`src/rtl/irqsrc_pkg.sv`:
```
package irqsrc_pkg;

  // Per-source status flags
  typedef struct packed {
    logic asserted;   // level input last seen high
    logic sent;       // level source offered and not yet retired
    logic rejected;   // message source bounced by the presenter
    logic held;       // message arrived while masked
  } src_stat_t;

  localparam int STAT_W = $bits(src_stat_t);

endpackage

```
`src/rtl/irqsrc_slot.sv`:
```
module irqsrc_slot
  import irqsrc_pkg::*;
#(
  parameter int SRV_W    = 8,
  parameter int PRI_W    = 8,
  parameter bit IS_LEVEL = 1'b0
) (
  input  logic             clk,
  input  logic             rst_n,
  input  logic             trig_i,
  input  logic             lvl_i,
  input  logic             cfg_hit_i,
  input  logic [SRV_W-1:0] cfg_srv_i,
  input  logic [PRI_W-1:0] cfg_pri_i,
  input  logic [PRI_W-1:0] cfg_saved_i,
  input  logic             rej_hit_i,
  input  logic             eoi_hit_i,
  input  logic             resend_i,
  input  logic             grant_i,
  output logic             want_o,
  output logic [SRV_W-1:0] srv_o,
  output logic [PRI_W-1:0] pri_o,
  output logic [PRI_W-1:0] saved_o,
  output src_stat_t        stat_o
);

  localparam logic [PRI_W-1:0] MASK_PRI = '1;

  logic [SRV_W-1:0] srv_q, srv_d;
  logic [PRI_W-1:0] pri_q, pri_d;
  logic [PRI_W-1:0] saved_q, saved_d;
  src_stat_t        stat_q, stat_d;
  logic             queued_q, queued_d;
  logic             level_eval;

  always_comb begin
    srv_d      = srv_q;
    pri_d      = pri_q;
    saved_d    = saved_q;
    stat_d     = stat_q;
    queued_d   = queued_q & ~grant_i;
    level_eval = 1'b0;
    if (cfg_hit_i) begin
      srv_d   = cfg_srv_i;
      pri_d   = cfg_pri_i;
      saved_d = cfg_saved_i;
    end
    if (IS_LEVEL) begin
      stat_d.asserted = lvl_i;
      if (rej_hit_i || eoi_hit_i) stat_d.sent = 1'b0;
      level_eval = (lvl_i & ~stat_q.asserted) | cfg_hit_i | resend_i;
      if (level_eval && (pri_d != MASK_PRI) && lvl_i && !stat_d.sent) begin
        stat_d.sent = 1'b1;
        queued_d    = 1'b1;
      end
    end else begin
      if (rej_hit_i) stat_d.rejected = 1'b1;
      if (trig_i) begin
        if (pri_d == MASK_PRI) stat_d.held = 1'b1;
        else                   queued_d    = 1'b1;
      end
      if (cfg_hit_i && stat_d.held && (cfg_pri_i != MASK_PRI)) begin
        stat_d.held = 1'b0;
        queued_d    = 1'b1;
      end
      if (resend_i && stat_d.rejected) begin
        stat_d.rejected = 1'b0;
        if (pri_d != MASK_PRI) queued_d = 1'b1;
      end
    end
  end

  always_ff @(posedge clk or negedge rst_n) begin
    if (!rst_n) begin
      srv_q    <= '0;
      pri_q    <= MASK_PRI;
      saved_q  <= MASK_PRI;
      stat_q   <= '0;
      queued_q <= 1'b0;
    end else begin
      srv_q    <= srv_d;
      pri_q    <= pri_d;
      saved_q  <= saved_d;
      stat_q   <= stat_d;
      queued_q <= queued_d;
    end
  end

  assign want_o  = queued_q && (pri_q != MASK_PRI);
  assign srv_o   = srv_q;
  assign pri_o   = pri_q;
  assign saved_o = saved_q;
  assign stat_o  = stat_q;

endmodule

```
`src/rtl/irqsrc_rr_arb.sv`:
```
module irqsrc_rr_arb #(
  parameter int N = 16,
  localparam int IW = (N > 1) ? $clog2(N) : 1
) (
  input  logic          clk,
  input  logic          rst_n,
  input  logic [N-1:0]  req_i,
  output logic [N-1:0]  grant_o,
  output logic          gvalid_o,
  output logic [IW-1:0] gidx_o
);

  logic [IW-1:0] ptr_q;

  always_comb begin
    gvalid_o = 1'b0;
    gidx_o   = '0;
    for (int k = 0; k < N; k++) begin
      if (!gvalid_o && req_i[(int'(ptr_q) + k) % N]) begin
        gvalid_o = 1'b1;
        gidx_o   = IW'((int'(ptr_q) + k) % N);
      end
    end
    grant_o = gvalid_o ? (N'(1) << gidx_o) : '0;
  end

  always_ff @(posedge clk or negedge rst_n) begin
    if (!rst_n) ptr_q <= '0;
    else if (gvalid_o) ptr_q <= (int'(gidx_o) == N - 1) ? '0 : gidx_o + IW'(1);
  end

endmodule

```
`src/rtl/irq_source_bank.sv`:
```
module irq_source_bank
  import irqsrc_pkg::*;
#(
  parameter int NUM_SRC = 16,
  parameter int SRV_W   = 8,
  parameter int PRI_W   = 8,
  parameter int NUM_W   = 16,
  parameter logic [NUM_W-1:0]   BASE      = 16'h1000,
  parameter logic [NUM_SRC-1:0] LEVEL_MAP = 16'hFF00,
  localparam int IDX_W = (NUM_SRC > 1) ? $clog2(NUM_SRC) : 1
) (
  input  logic               clk,
  input  logic               rst_n,
  input  logic [NUM_SRC-1:0] trig_in,
  input  logic [NUM_SRC-1:0] lvl_in,
  input  logic               cfg_we,
  input  logic [IDX_W-1:0]   cfg_idx,
  input  logic [SRV_W-1:0]   cfg_server,
  input  logic [PRI_W-1:0]   cfg_pri,
  input  logic [PRI_W-1:0]   cfg_saved,
  input  logic               rej_valid,
  input  logic [NUM_W-1:0]   rej_num,
  input  logic               eoi_valid,
  input  logic [NUM_W-1:0]   eoi_num,
  input  logic               resend_req,
  output logic               pres_valid,
  output logic [SRV_W-1:0]   pres_server,
  output logic [NUM_W-1:0]   pres_num,
  output logic [PRI_W-1:0]   pres_pri
);

  // Global number of a local index
  function automatic logic [NUM_W-1:0] glob_num(input logic [IDX_W-1:0] idx);
    return BASE + NUM_W'(idx);
  endfunction

  // Number falls inside this bank
  function automatic logic in_bank(input logic [NUM_W-1:0] n);
    return (n >= BASE) && ((n - BASE) < NUM_W'(NUM_SRC));
  endfunction

  function automatic logic [IDX_W-1:0] local_idx(input logic [NUM_W-1:0] n);
    return IDX_W'(n - BASE);
  endfunction

  // Internal events, named for the checker
  logic [NUM_SRC-1:0]         cfg_hit, rej_hit, eoi_hit, want_vec, grant_vec;
  logic [NUM_SRC-1:0]         sent_vec, rejected_vec;
  logic [NUM_SRC*STAT_W-1:0]  stat_flat;
  logic [NUM_SRC*PRI_W-1:0]   saved_flat;
  logic [SRV_W-1:0]           srv_a [NUM_SRC];
  logic [PRI_W-1:0]           pri_a [NUM_SRC];
  logic                       rej_ok, eoi_ok, gvalid;
  logic [IDX_W-1:0]           rej_li, eoi_li, gidx;

  assign rej_ok = rej_valid && in_bank(rej_num);
  assign eoi_ok = eoi_valid && in_bank(eoi_num);
  assign rej_li = local_idx(rej_num);
  assign eoi_li = local_idx(eoi_num);

  for (genvar i = 0; i < NUM_SRC; i++) begin : g_src
    src_stat_t st;
    assign cfg_hit[i] = cfg_we && (int'(cfg_idx) == i);
    assign rej_hit[i] = rej_ok && (int'(rej_li) == i);
    assign eoi_hit[i] = eoi_ok && (int'(eoi_li) == i);

    irqsrc_slot #(
      .SRV_W   (SRV_W),
      .PRI_W   (PRI_W),
      .IS_LEVEL(LEVEL_MAP[i])
    ) u_slot (
      .clk        (clk),
      .rst_n      (rst_n),
      .trig_i     (trig_in[i]),
      .lvl_i      (lvl_in[i]),
      .cfg_hit_i  (cfg_hit[i]),
      .cfg_srv_i  (cfg_server),
      .cfg_pri_i  (cfg_pri),
      .cfg_saved_i(cfg_saved),
      .rej_hit_i  (rej_hit[i]),
      .eoi_hit_i  (eoi_hit[i]),
      .resend_i   (resend_req),
      .grant_i    (grant_vec[i]),
      .want_o     (want_vec[i]),
      .srv_o      (srv_a[i]),
      .pri_o      (pri_a[i]),
      .saved_o    (saved_flat[i*PRI_W +: PRI_W]),
      .stat_o     (st)
    );

    assign stat_flat[i*STAT_W +: STAT_W] = st;
    assign sent_vec[i]     = st.sent;
    assign rejected_vec[i] = st.rejected;
  end

  irqsrc_rr_arb #(.N(NUM_SRC)) u_arb (
    .clk     (clk),
    .rst_n   (rst_n),
    .req_i   (want_vec),
    .grant_o (grant_vec),
    .gvalid_o(gvalid),
    .gidx_o  (gidx)
  );

  always_ff @(posedge clk or negedge rst_n) begin
    if (!rst_n) begin
      pres_valid  <= 1'b0;
      pres_server <= '0;
      pres_num    <= '0;
      pres_pri    <= '0;
    end else begin
      pres_valid <= gvalid;
      if (gvalid) begin
        pres_server <= srv_a[gidx];
        pres_num    <= glob_num(gidx);
        pres_pri    <= pri_a[gidx];
      end
    end
  end

endmodule

```
`config.mk`:
```
export PLATFORM = sky130hd
export DESIGN_NAME = irq_source_bank
export DESIGN_NICKNAME = d
export VERILOG_FILES = /design/src/rtl/irqsrc_pkg.sv /design/src/rtl/irqsrc_slot.sv /design/src/rtl/irqsrc_rr_arb.sv /design/src/rtl/irq_source_bank.sv
export SDC_FILE = /design/constraint.sdc
export NUM_CORES = 1
export LEC_CHECK = 0
export BUFFER_PORTS_ARGS = -buffer_cell sky130_fd_sc_hd__buf_4
export CAP_MARGIN = 20
export CORE_MARGIN = 2
export CORE_UTILIZATION = 55
export DETAILED_ROUTE_END_ITERATION = 16
export GPL_TIMING_DRIVEN = 0
export PLACE_DENSITY_LB_ADDON = 0.12
export SLEW_MARGIN = 20
export SYNTH_ARGS = -nofsm -noshare
export SYNTH_HDL_FRONTEND = slang
export SYNTH_HIERARCHICAL = 1
export SYNTH_SLANG_ARGS = --single-unit
```
`constraint.sdc`:
```
create_clock -name clk -period 9.55 [get_ports clk]
set_input_delay 0.955 -clock clk [delete_from_list [all_inputs] [get_ports clk]]
set_output_delay 0.955 -clock clk [all_outputs]
set_load 0.01 [all_outputs]
```
-- Word level (Yosys, flattened, before mapping)
Cells that the tools add are included.
- output and inout bits: 33
- bits of input ports: 98
- bits in registers: 341
- logic and storage cells: 664
- order comparisons: 21
- multiplexer cells: 207
- equal/unequal tests: 80
- shift-type cells: 1
- reduce and logical (&&, ||, !) cells: 171
- bitwise logic cells: 80
- add/subtract/negate cells: 19
- operators with widths (operator ; count):
    $ne 8x8->1 const B ; 33
    $mux 8 ; 20
    $mux 1 ; 151
    $logic_and 1x1->1 ; 123
    $lt 5x6->1 const B ; 15
    $eq 4x4->1 const B ; 20
    $mux 4 ; 17
    $bmux 1 s4 ; 16
    $bmux 8 s4 ; 2
    $eq 8x8->1 const B ; 8
    $reduce_or 4->1 ; 15
    $eq 4x3->1 const B ; 10
    $add 4x4->4 const B ; 8
    $ge 16x13->1 const B ; 2
    $lt 16x5->1 const B ; 2
    $sub 16x13->16 const B ; 2
    $and 1x1->1 ; 24
    $not 1->1 ; 24
    $logic_not 1->1 ; 23
    $eq 4x2->1 const B ; 5
    $add 4x3->4 const B ; 4
    $eq 4x1->1 const B ; 4
    $mux 16 ; 1
    $or 1x1->1 ; 16
    other kinds (10) ; 34

-- Depth between registers and ports, before layout
- word-level depth: 59
- depth in mapped cells: 25
- mapped depth without buffers: 16

-- By module
Netlist, hierarchy kept.
- by module, submodules not included (module ; instances ; cells an instance ; seq. area each (sq um) ; area an instance (sq um)):
    irqsrc_slot (g_src[10].u_slot ...) ; 8 ; 79 ; 695.7 ; 1173.6
    irqsrc_slot (g_src[0].u_slot ...) ; 8 ; 73 ; 695.7 ; 1112.3
    irq_source_bank ; 1 ; 287 ; 550.5 ; 3316.9
    irqsrc_rr_arb ; 1 ; 331 ; 100.1 ; 2985.4

-- Worst setup path after synthesis
OpenSTA, ideal clock, no wires.
- path type: reg2reg
- start point: register u_arb.ptr_q[1]
- end point: register pres_pri[2]
- buffers on the path: 7
- cell stages (with the launch flop): 22
- clock period less this slack: 6.207 ns
- slack: 3.343 ns
- data arrival time: 6.070 ns
- cells stage by stage: dfrtp_1 buf_2 buf_1 clkbuf_1 inv_1 ha_1 xnor2_2 mux4_2 mux2_4 or4_4 or3_1 buf_6 or3_1 o22ai_1 o32a_1 buf_6 buf_6 buf_12 mux4_1 mux2_2 o22ai_2 a21oi_1
- word-level cells in the longest chain between the ends: 52
- elaborated cells between the ends (all ways): 128
- those cells by class: 15 x add/sub; 82 x mux; 1 x bitwise; 30 x reduce/logical
- ends and longest elaborated chain (item ; RTL line ; source):
    start: declaration ; irqsrc_rr_arb.sv:13 ; logic [IW-1:0] ptr_q;
    start signal: assignment ; irqsrc_rr_arb.sv:29 ; else if (gvalid_o) ptr_q <= (int'(gidx_o) == N - 1) ? '0 : gidx_o + IW'(1);
    $add 4x1->4 or $bmux 1 s4 (tied branches) ; irqsrc_rr_arb.sv:19, irqsrc_rr_arb.sv:21 ;
    $bmux 1 s4 or $mux 1 (tied branches) ; irqsrc_rr_arb.sv:19 ; if (!gvalid_o && req_i[(int'(ptr_q) + k) % N]) begin
    $mux 1 (not written as such) ; irqsrc_rr_arb.sv:19 ;
    $mux 1 (not written as such) or $logic_not 1->1 (tied branches) ; irqsrc_rr_arb.sv:19 ;
    $logic_and 1x1->1 ; irqsrc_rr_arb.sv:19 ;
    $mux 1 ; irqsrc_rr_arb.sv:19 ;
    $logic_not 1->1 ; irqsrc_rr_arb.sv:19 ;
    $logic_and 1x1->1 ; irqsrc_rr_arb.sv:19 ;
    [36 not listed] ; -- ;
    $mux 1 ; irqsrc_rr_arb.sv:19 ;
    $logic_not 1->1 ; irqsrc_rr_arb.sv:19 ;
    $logic_and 1x1->1 ; irqsrc_rr_arb.sv:19 ;
    $mux 4 * ; irqsrc_rr_arb.sv:19 ;
    net gidx[2] ; irq_source_bank.sv:54 ; logic [IDX_W-1:0] rej_li, eoi_li, gidx;
    $not 4->5 (not written as such) * ; irq_source_bank.sv:116 ; pres_pri <= pri_a[gidx];
    $bmux 8 s4 * ; irq_source_bank.sv:116 ;
    $mux 8 (not written as such) * (2 in a row) ; irq_source_bank.sv:116 ;
    end signal: assignment ; irq_source_bank.sv:116 ;
    end: declaration ; irq_source_bank.sv:29 ; output logic [PRI_W-1:0] pres_pri
The timed path passes the listed nets; every way through them passes the cells marked *. The select of a mux whose other input is x is not followed.
A chain may end at the register's enable or synchronous reset.

-- Worst setup path after layout
- start point: register u_arb.ptr_q[1]
- end point: register pres_pri[0]
Same word-level chain as after synthesis.

==> metrics.txt <==
worst-margin pin slew=0.871 ns; clk buf depth=3; # diodes=0; final period utilization=83.2%; Fill cells=2754; final cell count without fillers=2151; Setup Skew=0.0266 ns; average size of a mapped cell=12.8 sq um; WL/cell=25.4 um; RSZ-0062 raised after global routing=false; Clk pin slew, worst setup/hold paths=0.06 ns; P_leak=8.92 nW; Slew HR=41.5%; gr ovfl total=0; Cell Area, Synth=19400 sq um; status=finished, final reports clean; vias=13859; CTS tree=yes; CTS H-tree depth=2; Critical Path Source Type=flop; nets@finish=1780; Core ar.=34700 sq um; min Tclk post-route=7.94 ns; cell area power density=362 nW/um^2; post-route ant nets=0; Die X-Extent=192 um; Die Ht=192 um; Placer Congestion=0.925; routed wire length=54700 um; drt pass-1 iters=5; vias in the first global route=13991; cts hold-fix bufs=0; DR iter-0 viols=998; Worst Path Max Fanout=10; max cap viols=0; Yosys warning count=6; Slew Viols, Final=0; cts repair resizes=0; clock tree sinks=330; post-DP HPWL=39100 um; Synth Instances=1521; IO Pins=131; IO Port Bufs=95; share of layout cells above drive strength 1=39.9%; floorplan row count=68; Final setup viols=0; Final Hold Fails=0; Req. time, crit path=9.96 ns; Root Driver=clkbuf_16; DRC viols=0; TritonCTS Buffers=38; crit path DAT=8.36 ns; Setup TNS=0 ns; Area growth syn-to-layout=13.6%; gr usage total=30.5%; die area=36900 sq um; class of the worst hold path=input port to async pin; Worst-Skew Late Latency=0.56 ns; initial core utilization=56.0%; Max VDD drop=230 uV; detailed-route vias per instance=6.44; setup bufs post-CTS=0; final design utilization=63.6%; Fmax=0.126 GHz; largest net degree at the start of global routing=101; Placed Cells=2084; Design Power=0.00799 W; global-route wire length before repair=83700 um; CP Capture Type=flop; Setup CP Type=flop to flop; initial antenna violation count=0
-- path summary, 6_finish.rpt --
path | start | slack, ns | cells after the start | end
setup / recovery | u_arb/ptr_q[1]$_DFFE_PN0P_ | 1.61 | 20 | pres_pri[0]$_DFFE_PN0P_
hold / removal | rst_n | 0.34 | 1 | g_src[15].u_slot/srv_o[2]$_DFFE_PN0P_
setup reg to reg | u_arb/ptr_q[1]$_DFFE_PN0P_ | 1.61 | 20 | pres_pri[0]$_DFFE_PN0P_
hold reg to reg | g_src[5].u_slot/srv_o[4]$_DFFE_PN0P_ | 0.47 | 1 | g_src[5].u_slot/srv_o[4]$_DFFE_PN0P_
max in group asynchronous | rst_n | 7.99 | 3 | g_src[10].u_slot/pri_o[7]$_DFF_PN1_
min in group clk | g_src[5].u_slot/srv_o[4]$_DFFE_PN0P_ | 0.47 | 1 | g_src[5].u_slot/srv_o[4]$_DFFE_PN0P_
-- worst max-delay path, cell delays in order (launching register included) --
cell and delay [ns]:
dfrtp_1 0.45, buf_2 0.28, buf_1 0.56, clkbuf_1 0.59, inv_1 0.34, ha_1 0.36
xnor2_2 0.58, mux4_2 0.69, mux2_4 0.33, or4_4 0.47, or3_1 0.39, buf_6 0.15
o21ai_0 0.42, and2_1 0.28, buf_2 0.42, buf_4 0.32, buf_4 0.29, mux2i_1 0.41
nand2_1 0.12, a32oi_1 0.21, o31ai_1 0.09
-- layer usage --
layer | vias up | part of all wire, % | routed length, um | GRT usage (%)
li1 | 6064 | - | - | -
met1 | 7153 | 42 | 22900 | 41.5
met2 | 551 | 47 | 25900 | 49.2
met3 | 91 | 7.3 | 4020 | 5.26
met4 | 0 | 3.4 | 1870 | 11.8
met5 | - | 0 | 0 | 0
-- through the flow --
step	area (sq um)	hold WS [ns]	worst slack [ns]
2_1_floorplan	19500	0.449	3.34
3_3_place_gp	20800	0.454	1.74
3_5_place_dp	20900	0.464	1.72
4_1_cts	22100	0.337	1.68
5_1_grt	22100	0.370	1.24
6_report	22100	0.340	1.61
-- placed cells by master (no fill, tap or decap), types with 10 or more instances in the layout --
master,instances
mux4_1,16
mux2_1,137
ha_1,13
dfstp_2,128
nand3_1,23
nor2_1,73
and3_1,14
mux2i_1,34
o21ai_0,26
o21bai_1,10
nand4_1,50
nor2b_1,13
nand2b_1,18
nor3_1,16
dfrtp_1,202
conb_1,11
or2_1,10
o21a_1,24
inv_1,32
a21oi_1,61
buf_6,29
mux2_2,153
nand2_1,44
clkbuf_8,27
o22ai_1,23
mux4_2,83
o211ai_1,18
and2_1,17
buf_4,123
clkbuf_16,39
clkbuf_1,23
-- layout make-up --
type / instances / area, sq um / area share, %
timing repair buffer: 98 / 803 / 3.64
buffer: 104 / 921 / 4.17
inverter: 36 / 135 / 0.612
multi-input combinational: 1061 / 10000 / 45.3
clock buffer: 60 / 1160 / 5.28
clock inverter: 7 / 60.1 / 0.272
tap: 455 / 569 / 2.58
sequential: 330 / 8420 / 38.1
-- power by group --
group | switching [W] | total, W | internal [W]
Sequential | 0.000239 | 0.00209 | 0.00185
Combinational | 0.00240 | 0.00448 | 0.00208
Clock | 0.000587 | 0.00143 | 0.000839
-- registers in the layout, indices dropped and copies added, names as in the netlist --
register               flops
pres_server                8
g_src.u_slot/pri_o       128
g_src.u_slot/srv_o       128
g_src.u_slot/queued_q     16
g_src.u_slot/stat_o       32
pres_num                   5
pres_valid                 1
u_arb/ptr_q                4
pres_pri                   8
No activity file was read; power rests on OpenSTA's default activity.
